==> src/rtl/ref_sel_pkg.sv <==
package ref_sel_pkg;
  localparam int DEF_N_REF  = 12;
  localparam int DEF_PRIO_W = 4;

  // Index width holding 0 (none) through n.
  function automatic int idx_width(input int n);
    return $clog2(n + 1);
  endfunction

  // A code outranks another when it is numerically smaller.
  function automatic logic outranks(input logic [DEF_PRIO_W-1:0] a,
                                    input logic [DEF_PRIO_W-1:0] b);
    return a < b;
  endfunction
endpackage

==> src/rtl/ref_sel_eligible.sv <==
module ref_sel_eligible
  import ref_sel_pkg::*;
#(
  parameter int N_REF  = DEF_N_REF,
  parameter int PRIO_W = DEF_PRIO_W
) (
  input  logic [N_REF-1:0]        qual,
  input  logic [N_REF-1:0]        lockout,
  input  logic [N_REF*PRIO_W-1:0] prio_cfg,
  output logic [N_REF-1:0]        elig
);
  for (genvar g = 0; g < N_REF; g++) begin : g_elig
    // qualified, allowed and holding a non-zero code
    assign elig[g] = qual[g] & ~lockout[g] & (|prio_cfg[g*PRIO_W +: PRIO_W]);
  end
endmodule

==> src/rtl/ref_sel_arbiter.sv <==
module ref_sel_arbiter
  import ref_sel_pkg::*;
#(
  parameter int N_REF  = DEF_N_REF,
  parameter int PRIO_W = DEF_PRIO_W,
  localparam int IDX_W = idx_width(N_REF)
) (
  input  logic                    clk,
  input  logic                    rst_n,
  input  logic [N_REF-1:0]        elig,
  input  logic [N_REF*PRIO_W-1:0] prio_cfg,
  output logic [N_REF-1:0]        grant,
  output logic [IDX_W-1:0]        best_idx,
  output logic [PRIO_W-1:0]       best_prio,
  output logic                    any_elig
);
  logic [PRIO_W-1:0] code;

  // scan from the lowest index; a strict compare keeps the lower index on ties
  always_comb begin
    grant     = '0;
    best_idx  = '0;
    best_prio = '1;
    any_elig  = 1'b0;
    code      = '0;
    for (int i = 0; i < N_REF; i++) begin
      code = prio_cfg[i*PRIO_W +: PRIO_W];
      if (elig[i] && (!any_elig || outranks(code, best_prio))) begin
        grant     = '0;
        grant[i]  = 1'b1;
        best_idx  = IDX_W'(i + 1);
        best_prio = code;
        any_elig  = 1'b1;
      end
    end
  end

  p_grant_onehot_r2: assert property (@(posedge clk) disable iff (!rst_n)
    (|elig) |-> $onehot(grant));
  p_grant_empty_r2: assert property (@(posedge clk) disable iff (!rst_n)
    !(|elig) |-> (grant == '0));
endmodule

==> src/rtl/ref_sel_state.sv <==
module ref_sel_state
  import ref_sel_pkg::*;
#(
  parameter int N_REF  = DEF_N_REF,
  parameter int PRIO_W = DEF_PRIO_W,
  localparam int IDX_W = idx_width(N_REF)
) (
  input  logic                    clk,
  input  logic                    rst_n,
  input  logic                    revertive,
  input  logic [N_REF-1:0]        elig,
  input  logic [N_REF*PRIO_W-1:0] prio_cfg,
  input  logic [IDX_W-1:0]        best_idx,
  input  logic [PRIO_W-1:0]       best_prio,
  input  logic                    any_elig,
  output logic [IDX_W-1:0]        sel_idx,
  output logic                    sel_valid,
  output logic                    sel_switch
);
  logic              cur_elig;
  logic [PRIO_W-1:0] cur_prio;
  logic              better_seen;
  logic [IDX_W-1:0]  nxt_idx;
  logic              nxt_valid;

  // Look up the current input's candidacy and code
  always_comb begin
    cur_elig = 1'b0;
    cur_prio = '0;
    for (int i = 0; i < N_REF; i++) begin
      if (sel_idx == IDX_W'(i + 1)) begin
        cur_elig = sel_valid & elig[i];
        cur_prio = prio_cfg[i*PRIO_W +: PRIO_W];
      end
    end
  end

  assign better_seen = any_elig && outranks(best_prio, cur_prio);

  always_comb begin
    if (cur_elig) begin
      nxt_valid = 1'b1;
      nxt_idx   = (revertive && better_seen) ? best_idx : sel_idx;
    end else if (any_elig) begin
      nxt_valid = 1'b1;
      nxt_idx   = best_idx;
    end else begin
      nxt_valid = 1'b0;
      nxt_idx   = sel_idx;
    end
  end

  always_ff @(posedge clk or negedge rst_n) begin
    if (!rst_n) begin
      sel_idx    <= '0;
      sel_valid  <= 1'b0;
      sel_switch <= 1'b0;
    end else begin
      sel_idx    <= nxt_idx;
      sel_valid  <= nxt_valid;
      sel_switch <= (nxt_idx != sel_idx);
    end
  end

  p_acquire_r3: assert property (@(posedge clk) disable iff (!rst_n)
    any_elig |=> sel_valid);
  p_none_hold_r7: assert property (@(posedge clk) disable iff (!rst_n)
    !any_elig |=> (!sel_valid && $stable(sel_idx)));
  p_keep_r5: assert property (@(posedge clk) disable iff (!rst_n)
    (!revertive && cur_elig) |=> $stable(sel_idx));
  p_leave_r6: assert property (@(posedge clk) disable iff (!rst_n)
    (sel_valid && !cur_elig && any_elig) |=> (sel_idx == $past(best_idx)));
  p_strobe_r8: assert property (@(posedge clk) disable iff (!rst_n)
    sel_switch |-> (sel_idx != $past(sel_idx)));
  p_quiet_r8: assert property (@(posedge clk) disable iff (!rst_n)
    !sel_switch |-> $stable(sel_idx));
endmodule

==> src/rtl/ref_clk_selector.sv <==
module ref_clk_selector
  import ref_sel_pkg::*;
#(
  parameter int N_REF  = DEF_N_REF,
  parameter int PRIO_W = DEF_PRIO_W,
  localparam int IDX_W = idx_width(N_REF)
) (
  input  logic                    clk,
  input  logic                    rst_n,
  input  logic [N_REF-1:0]        qual,
  input  logic [N_REF-1:0]        lockout,
  input  logic [N_REF*PRIO_W-1:0] prio_cfg,
  input  logic                    revertive,
  output logic [IDX_W-1:0]        sel_idx,
  output logic                    sel_valid,
  output logic                    sel_switch
);
  logic [N_REF-1:0]  elig;
  logic [N_REF-1:0]  grant;
  logic [IDX_W-1:0]  best_idx;
  logic [PRIO_W-1:0] best_prio;
  logic              any_elig;

  ref_sel_eligible #(.N_REF(N_REF), .PRIO_W(PRIO_W)) u_elig (
    .qual(qual), .lockout(lockout), .prio_cfg(prio_cfg), .elig(elig)
  );

  ref_sel_arbiter #(.N_REF(N_REF), .PRIO_W(PRIO_W)) u_arb (
    .clk(clk), .rst_n(rst_n), .elig(elig), .prio_cfg(prio_cfg),
    .grant(grant), .best_idx(best_idx), .best_prio(best_prio),
    .any_elig(any_elig)
  );

  ref_sel_state #(.N_REF(N_REF), .PRIO_W(PRIO_W)) u_state (
    .clk(clk), .rst_n(rst_n), .revertive(revertive), .elig(elig),
    .prio_cfg(prio_cfg), .best_idx(best_idx), .best_prio(best_prio),
    .any_elig(any_elig), .sel_idx(sel_idx), .sel_valid(sel_valid),
    .sel_switch(sel_switch)
  );
endmodule

==> config.mk <==
export PLATFORM = sky130hd
export DESIGN_NAME = ref_clk_selector
export DESIGN_NICKNAME = d
export VERILOG_FILES = /design/src/rtl/ref_sel_pkg.sv /design/src/rtl/ref_sel_eligible.sv /design/src/rtl/ref_sel_arbiter.sv /design/src/rtl/ref_sel_state.sv /design/src/rtl/ref_clk_selector.sv
export SDC_FILE = /design/constraint.sdc
export NUM_CORES = 1
export LEC_CHECK = 0
export BUFFER_PORTS_ARGS = -buffer_cell sky130_fd_sc_hd__buf_2
export CELL_PAD_IN_SITES_DETAIL_PLACEMENT = 0
export CELL_PAD_IN_SITES_GLOBAL_PLACEMENT = 2
export CORE_MARGIN = 2
export CORE_UTILIZATION = 32
export DETAILED_ROUTE_END_ITERATION = 7
export GPL_ROUTABILITY_DRIVEN = 0
export GPL_TIMING_DRIVEN = 1
export PLACE_DENSITY_LB_ADDON = 0.15
export SETUP_SLACK_MARGIN = 0.02
export SLEW_MARGIN = 20
export SYNTH_ARGS = -nofsm -noshare
export SYNTH_HDL_FRONTEND = slang
export SYNTH_HIERARCHICAL = 1
export SYNTH_SLANG_ARGS = --single-unit
==> constraint.sdc <==
create_clock -name clk -period 3.7 [get_ports clk]
set_input_delay 0.555 -clock clk [delete_from_list [all_inputs] [get_ports clk]]
set_output_delay 0.555 -clock clk [all_outputs]
set_load 0.1 [all_outputs]
## Yosys cells after proc, flatten, opt, wreduce, memory -nomap -nowiden

Index checks and enable logic that the tools add are counted.

| cells by class | value |
|---|---|
| divide/modulo/power cells | 0 |
| bitwise operators | 48 |
| shift operators | 0 |
| add/subtract/negate cells | 0 |
| reduce and logical (&&, ||, !) cells | 47 |
| multiply operators | 0 |
| $lt $le $gt $ge | 12 |
| multiplexer cells | 65 |
| eq/ne operators | 13 |

Operators by type and width:

| operator | count |
|---|---|
| 2-to-1 mux 4 bit | 32 |
| less-than comparator 4 bit | 12 |
| OR reduction 4 bit | 12 |
| AND 1 bit | 36 |
| 2-to-1 mux 1 bit | 27 |
| equality test 4 bit, second input constant | 5 |
| equality test 4 x 3 -> 1 bit, second input constant | 4 |
| logical AND 1 bit | 13 |
| 2-to-1 mux 3 bit | 4 |
| inverter 1 bit | 12 |
| logical NOT 1 bit | 11 |
| logical OR 1 bit | 11 |
| equality test 4 x 2 -> 1 bit, second input constant | 2 |
| equality test 4 x 1 -> 1 bit, second input constant | 1 |
| 2-to-1 mux 2 bit | 2 |
| != test 4 bit | 1 |

| word-level totals | value |
|---|---|
| input port bits | 75 |
| output and inout port bits | 6 |
| register bits | 6 |
| word-level logic and storage cells | 188 |
| memories | 0 |
| bits in latches | 0 |
| bits in writable memories | 0 |
| memory bits (read-only) | 0 |

## Depth between registers and ports, before layout

Gate-level depths: netlist of the first run.

| depth | value |
|---|---|
| word-level depth | 54 |
| depth in mapped cells | 100 |
| gate-level depth less buffers | 94 |

## Cells and area by module

Netlist of the first run, hierarchy kept.

Modules (own cells, without submodules):

| module | seq. area each (µm²) | times used | area an instance (µm²) | cells each |
|---|---|---|---|---|
| ref_sel_arbiter | 0.0 | 1 | 2,696.3 | 390 |
| ref_sel_state | 150.1 | 1 | 1,091.0 | 122 |
| ref_sel_eligible | 0.0 | 1 | 165.2 | 24 |

## Worst setup path after synthesis of the first run

Ideal clock, no wire load.

| timing path | value |
|---|---|
| kind | input port to flip-flop |
| start | input prio_cfg[0] |
| end | register u_state.sel_idx[0] |
| data arrival time | 18.006 ns |
| data required time | 3.575 ns |
| cell stages on the path | 94 |
| buffers on the path | 7 |
| setup slack | -14.431 ns |
| library setup time | 0.125 ns |
| cell sequence | nor4_1 -> nor3b_1 -> buf_2 -> nor2b_1 -> ha_1 -> and3_1 -> buf_2 -> a21o_1 -> buf_2 -> nand2_1 -> o21ai_0 -> ha_1 -> o21ai_0 -> a211oi_1 -> a21boi_0 -> mux2i_4 -> o21a_2 -> buf_4 -> (+58 left out) -> a21oi_1 -> and2_1 -> nand2_2 -> o311ai_2 -> mux2i_1 -> inv_1 -> ha_1 -> a211oi_1 -> nand3_1 -> o21ai_4 -> mux2_4 -> ha_1 -> a21o_1 -> a211oi_1 -> o21ai_0 -> a31oi_2 -> mux2i_4 -> mux2_4 |

| between the ends | value |
|---|---|
| word-level cells in the longest chain between the ends | 52 |
| elaborated cells between the ends (all ways) | 113 |
| those cells by class | order compare (12); mux (63); bitwise (2); reduce/logical (36) |

RTL lines:

| what | RTL line | RTL |
|---|---|---|
| start: declaration | ref_clk_selector.sv:12 | `input logic [N_REF*PRIO_W-1:0] prio_cfg,` |
| OR reduction 4 bit (*) | ref_sel_eligible.sv:14 | `assign elig[g] = qual[g] & ~lockout[g] & (\|prio_cfg[g*PRIO_W +: PRIO_W]);` |
| AND 1 bit (*) | ref_sel_eligible.sv:14 |  |
| via elig[0] | ref_clk_selector.sv:18 | `logic [N_REF-1:0] elig;` |
| 2-to-1 mux 4 bit / 2-to-1 mux 1 bit (equally long branches) | ref_sel_arbiter.sv:28 | `if (elig[i] && (!any_elig \|\| outranks(code, best_prio))) begin` |
| less-than comparator 4 bit / logical NOT 1 bit (equally long branches) | ref_sel_pkg.sv:13, ref_sel_arbiter.sv:28 |  |
| logical OR 1 bit | ref_sel_arbiter.sv:28 |  |
| logical AND 1 bit | ref_sel_arbiter.sv:28 |  |
| 2-to-1 mux 4 bit / 2-to-1 mux 1 bit (equally long branches) | ref_sel_arbiter.sv:28 |  |
| (+39 left out) | -- |  |
| 2-to-1 mux 4 bit (*) | ref_sel_arbiter.sv:28 |  |
| via best_prio[2] | ref_clk_selector.sv:21 | `logic [PRIO_W-1:0] best_prio;` |
| less-than comparator 4 bit (*) | ref_sel_pkg.sv:13 | `return a < b;` |
| logical AND 1 bit (*) | ref_sel_state.sv:38 | `assign better_seen = any_elig && outranks(best_prio, cur_prio);` |
| logical AND 1 bit (*) | ref_sel_state.sv:43 | `nxt_idx = (revertive && better_seen) ? best_idx : sel_idx;` |
| 2-to-1 mux 4 bit (*) | ref_sel_state.sv:43 |  |
| 2-to-1 mux 4 bit (*) | ref_sel_state.sv:41 | `if (cur_elig) begin` |
| via u_state.nxt_idx[0] | ref_sel_state.sv:23 | `logic [IDX_W-1:0] nxt_idx;` |
| end signal: assignment | ref_sel_state.sv:59 | `sel_idx <= nxt_idx;` |
| end: declaration | ref_sel_state.sv:16 | `output logic [IDX_W-1:0] sel_idx,` |

Mark *: on every way through the listed nets, which the timed path passes. The rest lies on a longest branch.

## Final worst setup path of the first run

| timing path | value |
|---|---|
| start | input prio_cfg[1] |
| end | register u_state.sel_idx[2] |

The elaborated chain is that of the path after synthesis.

==> results of run 1 <==
per-stage QoR:
step | hold slack, ns | power, mW | instances
detailed placement | 0.379 | 2.55 | 930
global route | 0.152 | 3.19 | 985
floorplan | 0.259 | 1.78 | 518
finish | 0.140 | 2.99 | 985
CTS | 0.141 | 2.87 | 975
global placement | 0.376 | 2.50 | 930
worst min path at each step:
stage	from	endpoint	slack, ns	depth (start not counted)
after floorplan	rst_n	u_state/sel_idx[0]	0.26	0
after global placement	rst_n	u_state/sel_valid	0.38	1
after detailed placement	rst_n	u_state/sel_valid	0.38	1
after CTS	rst_n	u_state/sel_valid	0.14	1
after global routing	rst_n	u_state/sel_idx[0]	0.15	1
final	rst_n	u_state/sel_idx[3]	0.14	1
registers in the layout, summed over array words and instances, names as in the netlist:
name / flops
u_state/sel_idx: 4
u_state/sel_switch: 1
u_state/sel_valid: 1
cells in the final DEF, fill, tap and decap left out, types with 5 or more instances in the layout:
master and count:
a211oi_1 10, a21o_1 8, a21oi_1 27, a22oi_1 5
and3_1 8, buf_2 75, buf_4 239, buf_6 22
dfrtp_1 6, ha_1 5, ha_4 12, inv_1 32
inv_2 7, maj3_1 6, mux2_4 12, mux2i_1 15
mux2i_2 5, nand2_1 34, nand2b_1 7, nand3_1 13
nand3_2 6, nand3b_1 7, nor2_1 30, nor2b_1 7
nor3_1 6, nor3b_1 13, nor4_1 11, o2111ai_1 5
o211ai_1 8, o21ai_0 22, o21ai_1 5, o21ai_2 6
o22ai_1 8, xnor2_1 7
area by class of cell:
cell class / count / share of cell area, %
inverter: 39 / 2.10
timing repair buffer: 338 / 35.2
sequential: 6 / 2.16
clock buffer: 3 / 1.08
tap: 147 / 2.64
multi-input combinational: 452 / 56.8
where the power goes:
part | total [mW] | leakage (nW) | internal (mW) | switching, mW
Clock | 0.177 | 0.0370 | 0.139 | 0.0377
Combinational | 2.66 | 3.12 | 1.29 | 1.37
Sequential | 0.153 | 0.0666 | 0.0957 | 0.0570
routing by layer:
metal	up-vias	part of all wire [%]	GRT usage [%]
li1	2650	-	-
met1	2560	48	35.4
met2	131	48	44.0
met3	16	3.3	0.744
met4	0	0.98	3.74
met5	-	0	0
worst reg2reg max path: cells and delay by family, from the launching register on:
kind	cells	cell delay (ns)
DFF	1	0.61
and+or+nand+nor	1	0.23
AOI/OAI and AO/OA	5	0.99
muxes	3	1.08
adders and majority gates	1	0.26
timing repair:
action / 4_1_cts / 5_1_grt
pin swaps: 48 / 21
gates resized for setup: 62 / 19
setup buffers: 43 / 10
setup endpoints to repair: 6 / 6
==> results.yml, run 1 <==
outcome:
  status: "complete, but fails checks"
  violations: "setup timing"
worst_setup_path:
  cp.depth: 92
  slowest_delay_ns: 0.47
  reg2reg_to: "u_state/sel_idx[2]"
  reg2reg_slack_ns: 0.41
  path_common_cell: "ha_4"
  critPathSlowestCell: "o41a_1"
  path_delay_family: "compound AO/OA/AOI/OAI gates"
  startpoint: "prio_cfg[1]"
  endpoint: "u_state/sel_idx[2]"
  r2r-start: "u_state/sel_idx[0]"
  worstPathMaxFanout: 5
  arrival_ns: 15.92
  start_kind: "primary input"
  cp-end-kind: "flop"
  r2r.worst_path.cells: 10
  cp.required_ns: 3.81
  criticalPathCategory: "in -> reg"
  path_buf_inv: 11
run:
  max-cap-violations: 0
place:
  dp_hpwl_um: 13500
  dpl-instance-area_um2: 6130
  numPortBuffers: 80
  dpl_worst_slack_ns: -12.92
final_layout:
  n_antenna_cell: 0
  regArea_um2: 150
  final_area_um2: 6970
  nets: 934
  synthToLayoutAreaGrowth_pct: 80.5
  drive_gt1_share_pct: 56.3
  nFillCells: 1128
  post-route-util_pct: 58.5
  multi_input_area_um2: 3960
route:
  vias: 5357
  drcViolationCount: 0
  wl_per_cell_um: 16.9
  firstDrtPassIters: 5
  ant_nets: 0
  via_per_inst: 5.44
  dr.first_iter.drc_count: 375
  routed_wl_um: 16600
cts:
  clk_pin_slew_ns: 0.03
  ctsHtreeMaxLevel: 1
  cts_sinks: 6
  clock_path_buffers: 2
  cts_root_buf: "clkbuf_16"
  cts_tree: "built"
  hold_buffers: 0
  clkLatencyLatePin_ns: 0.23
  cts-buffers-inserted: 3
die:
  design.core.area_um2: 11900
  row_count: 40
  start_util_pct: 32.4
  io_pins: 81
  dieWidth_um: 114
  die_h_um: 114
  die_area_um2: 13000
timing:
  finalSetupViolCount: 6
  setup_ws_ns: -12.11
  tns_ns: -61.57
  max_slew_margin_pct: 60.7
  finalMaxSlewViolations: 0
  finClkSkew_ns: 0.000676
  finalHoldViolations: 0
  tightest_slew_ns: 0.585
  rsz0062_at_grt: "yes"
  layout_min_cycle_time_ns: 15.81
  fmax_mhz: 63.3
  period_share_pct: 427
global_route:
  grt_use_total_pct: 25.2
  grt_pass1_vias: 5412
  grt-ovfl-total: 0
  grt_max_degree: 20
  grt_pass1_wl_um: 26800
  grt_antenna_before_repair: 0
yosys:
  netlist_area_um2: 3860
  syn_nets: 612
  yosys_warnings: 6
  syn_area_per_cell_um2: 7.45
  synth_cells: 518
power_and_ir_drop:
  peakVddDrop_mv: 0.292
  leakagePower_nw: 3.22
  power_per_cell_area_nw_per_um2: 429
worst_hold_path:
  hold_class: "in -> async"
No activity file was read; power rests on OpenSTA's default activity.
==> run 2: changes to the inputs <==
--- a/config.mk
+++ b/config.mk
@@ -6,10 +6,12 @@
 export NUM_CORES = 1
 export LEC_CHECK = 0
 export BUFFER_PORTS_ARGS = -buffer_cell sky130_fd_sc_hd__buf_2
+export CAP_MARGIN = 20
 export CELL_PAD_IN_SITES_DETAIL_PLACEMENT = 0
 export CELL_PAD_IN_SITES_GLOBAL_PLACEMENT = 2
 export CORE_MARGIN = 2
-export CORE_UTILIZATION = 32
+export CORE_UTILIZATION = 33
+export CTS_BUF_LIST = sky130_fd_sc_hd__clkbuf_2
 export DETAILED_ROUTE_END_ITERATION = 7
 export GPL_ROUTABILITY_DRIVEN = 0
 export GPL_TIMING_DRIVEN = 1
==> constraint.sdc (replaced) <==
create_clock -name clk -period 14.65 [get_ports clk]
set_input_delay 2.1975 -clock clk [delete_from_list [all_inputs] [get_ports clk]]
set_output_delay 2.1975 -clock clk [all_outputs]
set_load 0.1 [all_outputs]
==> run 2 against run 1 <==
Net effect: the flow still finishes with violations (setup timing); worst hold slack improved by 0.70 ns; total power decreased by 77%; sequential power decreased by 73%; utilization decreased by 4.4 points; clock skew about the same; routed wire length decreased by 6.9%; sequential share of layout area increased by 0.28 points; via count decreased by 6.2%; cell count decreased by 7.9%; first-iteration DRC count decreased by 31%; largest cell class unchanged; highest routed layer unchanged.
==> results.yml, run 2 (synthesis gave the netlist of run 1 again) <==
outcome:
  status: "complete, but fails checks"
  violations: "setup timing"
place:
  dpl_worst_slack_ns: -3.67
  numPortBuffers: 80
  dp.cells: 855
  dp_hpwl_um: 12400
final_layout:
  largest_register_ffs: 4
  final_common_cell: "buf_4"
  drive_gt1_share_pct: 50.7
  instances_no_fill: 907
  n_antenna_cell: 0
  post-route-util_pct: 54.1
  regMostFlops: "u_state/sel_idx"
  nets: 860
  synthToLayoutAreaGrowth_pct: 59.9
  top_regs: "u_state/sel_idx (4), u_state/sel_switch (1), u_state/sel_valid (1)"
  final_cell_mix: "180 x buf_4, 78 x buf_2, 34 x nand2_1, 33 x inv_1, 31 x nor2_1"
timing:
  finClkSkew_ns: 0.000744
  max_slew_margin_pct: 37.4
  rsz0062_at_grt: "yes"
  layout_min_cycle_time_ns: 17.54
  setup_ws_ns: -2.89
  finalSetupViolCount: 5
  finalMaxSlewViolations: 0
  hold_ws_ns: 0.844
  finalHoldViolations: 0
  fmax_mhz: 57.0
  tightest_slew_ns: 0.937
  period_share_pct: 120
route:
  vias: 5024
  drcViolationCount: 0
  dr.first_iter.drc_count: 260
  ant_nets: 0
  wl_met2_um: 7420
  via_per_inst: 5.54
  wl_met3_um: 448
  routed_wl_um: 15500
  wl_met1_um: 7500
  top_layer: "met4"
  wl_per_cell_um: 17.1
  firstDrtPassIters: 4
die:
  die_area_um2: 12600
  dieWidth_um: 112
  row_count: 39
  io_pins: 81
  design.core.area_um2: 11400
  die_h_um: 112
  start_util_pct: 33.8
cts:
  ctsHtreeMaxLevel: 1
  cts-buffers-inserted: 3
  hold_buffers: 0
  clkLatencyLatePin_ns: 0.21
  cts_tree: "built"
  clock_path_buffers: 2
  cts_sinks: 6
  clk_pin_slew_ns: 0.06
  cts_root_buf: "clkbuf_2"
power_and_ir_drop:
  power_per_cell_area_nw_per_um2: 111
  seqPwrFrac_pct: 6.1
  leakagePower_nw: 2.79
  switching_share_pct: 51.5
  combPwrFrac_pct: 92.3
  power_switching_mw: 0.353
  p_clk_share_pct: 1.6
  intPower_mw: 0.332
  peakVddDrop_mv: 0.255
  finalPower_mw: 0.685
worst_setup_path:
  cp.required_ns: 14.75
  path_common_cell: "ha_4"
  criticalPathCategory: "in -> reg"
  critPathSlowestCell: "o41a_1"
  r2r.worst_path.cells: 12
  start_kind: "primary input"
  worstPathMaxFanout: 5
  arrival_ns: 17.64
  cp-end-kind: "flop"
  slowest_delay_ns: 0.37
run:
  max-cap-violations: 0
global_route:
  grt-ovfl-total: 0
  grt_use_total_pct: 23.3
  grt_antenna_before_repair: 0
  grt_pass1_wl_um: 24600
  grt_max_degree: 37
  grt_pass1_vias: 4978
worst_hold_path:
  whs_path_depth: 3
  hold_class: "reg -> reg"
-- run 2: worst max-delay path: cells and delay by family --
kind | cells | cell delay (ns)
AND/OR/NAND/NOR | 25 | 2.60
adder cells (fa/ha/maj) | 12 | 2.82
multiplexers | 10 | 2.66
buffers and inverters | 12 | 1.04
AO/OA/AOI/OAI | 35 | 6.27
-- run 2: what timing repair did --
item | 4_1_cts | 5_1_grt
endpoints found under the hold margin | 0 | 0
setup buffers | 31 | 18
endpoints found under the setup margin | 5 | 5
pin swaps | 45 | 7
gates resized for setup | 21 | 22
-- run 2: final timing paths --
check / start / endpoint / slack [ns]
min: u_state/sel_valid / u_state/sel_valid / 0.84
max: prio_cfg[1] / u_state/sel_idx[2] / -2.89
max in group asynchronous: rst_n / u_state/sel_idx[2] / 12.72
min reg2reg: u_state/sel_valid / u_state/sel_valid / 0.84
max reg2reg: u_state/sel_idx[2] / u_state/sel_idx[2] / 11.00
min in group asynchronous: rst_n / u_state/sel_valid / 1.79
-- run 2: through the flow --
| step | instance area [um2] | TNS (ns) |
|---|---|---|
| 4_1_cts | 5910 | -14.08 |
| 6_report | 6170 | -14.32 |
| 3_3_place_gp | 5600 | -16.42 |
| 5_1_grt | 6170 | -17.90 |
| 3_5_place_dp | 5600 | -18.15 |
| 2_1_floorplan | 4150 | -19.11 |
-- run 2: power by group through the flow --
stage	clock, mW	sequential, mW	combinational (mW)
after global placement	0	0.0413	0.558
after global routing	0.0120	0.0439	0.683
after detailed placement	0	0.0416	0.571
final	0.0112	0.0416	0.633
after floorplan	0	0.0811	0.368
after CTS	0.0117	0.0414	0.599
-- run 2: layout make-up --
| type | instances | area, um2 |
|---|---|---|
| well taps | 143 | 179 |
| clock buffers | 3 | 15.0 |
| multi-input cells | 452 | 3870 |
| flip-flops and latches | 6 | 150 |
| repair buffers | 264 | 1810 |
| fillers | 1119 | 5250 |
| inverters | 39 | 146 |
-- run 2: metal layers --
layer | track usage (%) | up-vias
li1 | - | 2504
met1 | 33.5 | 2423
met2 | 40.0 | 90
met3 | 0.486 | 7
met4 | 3.58 | 0
met5 | 0 | -
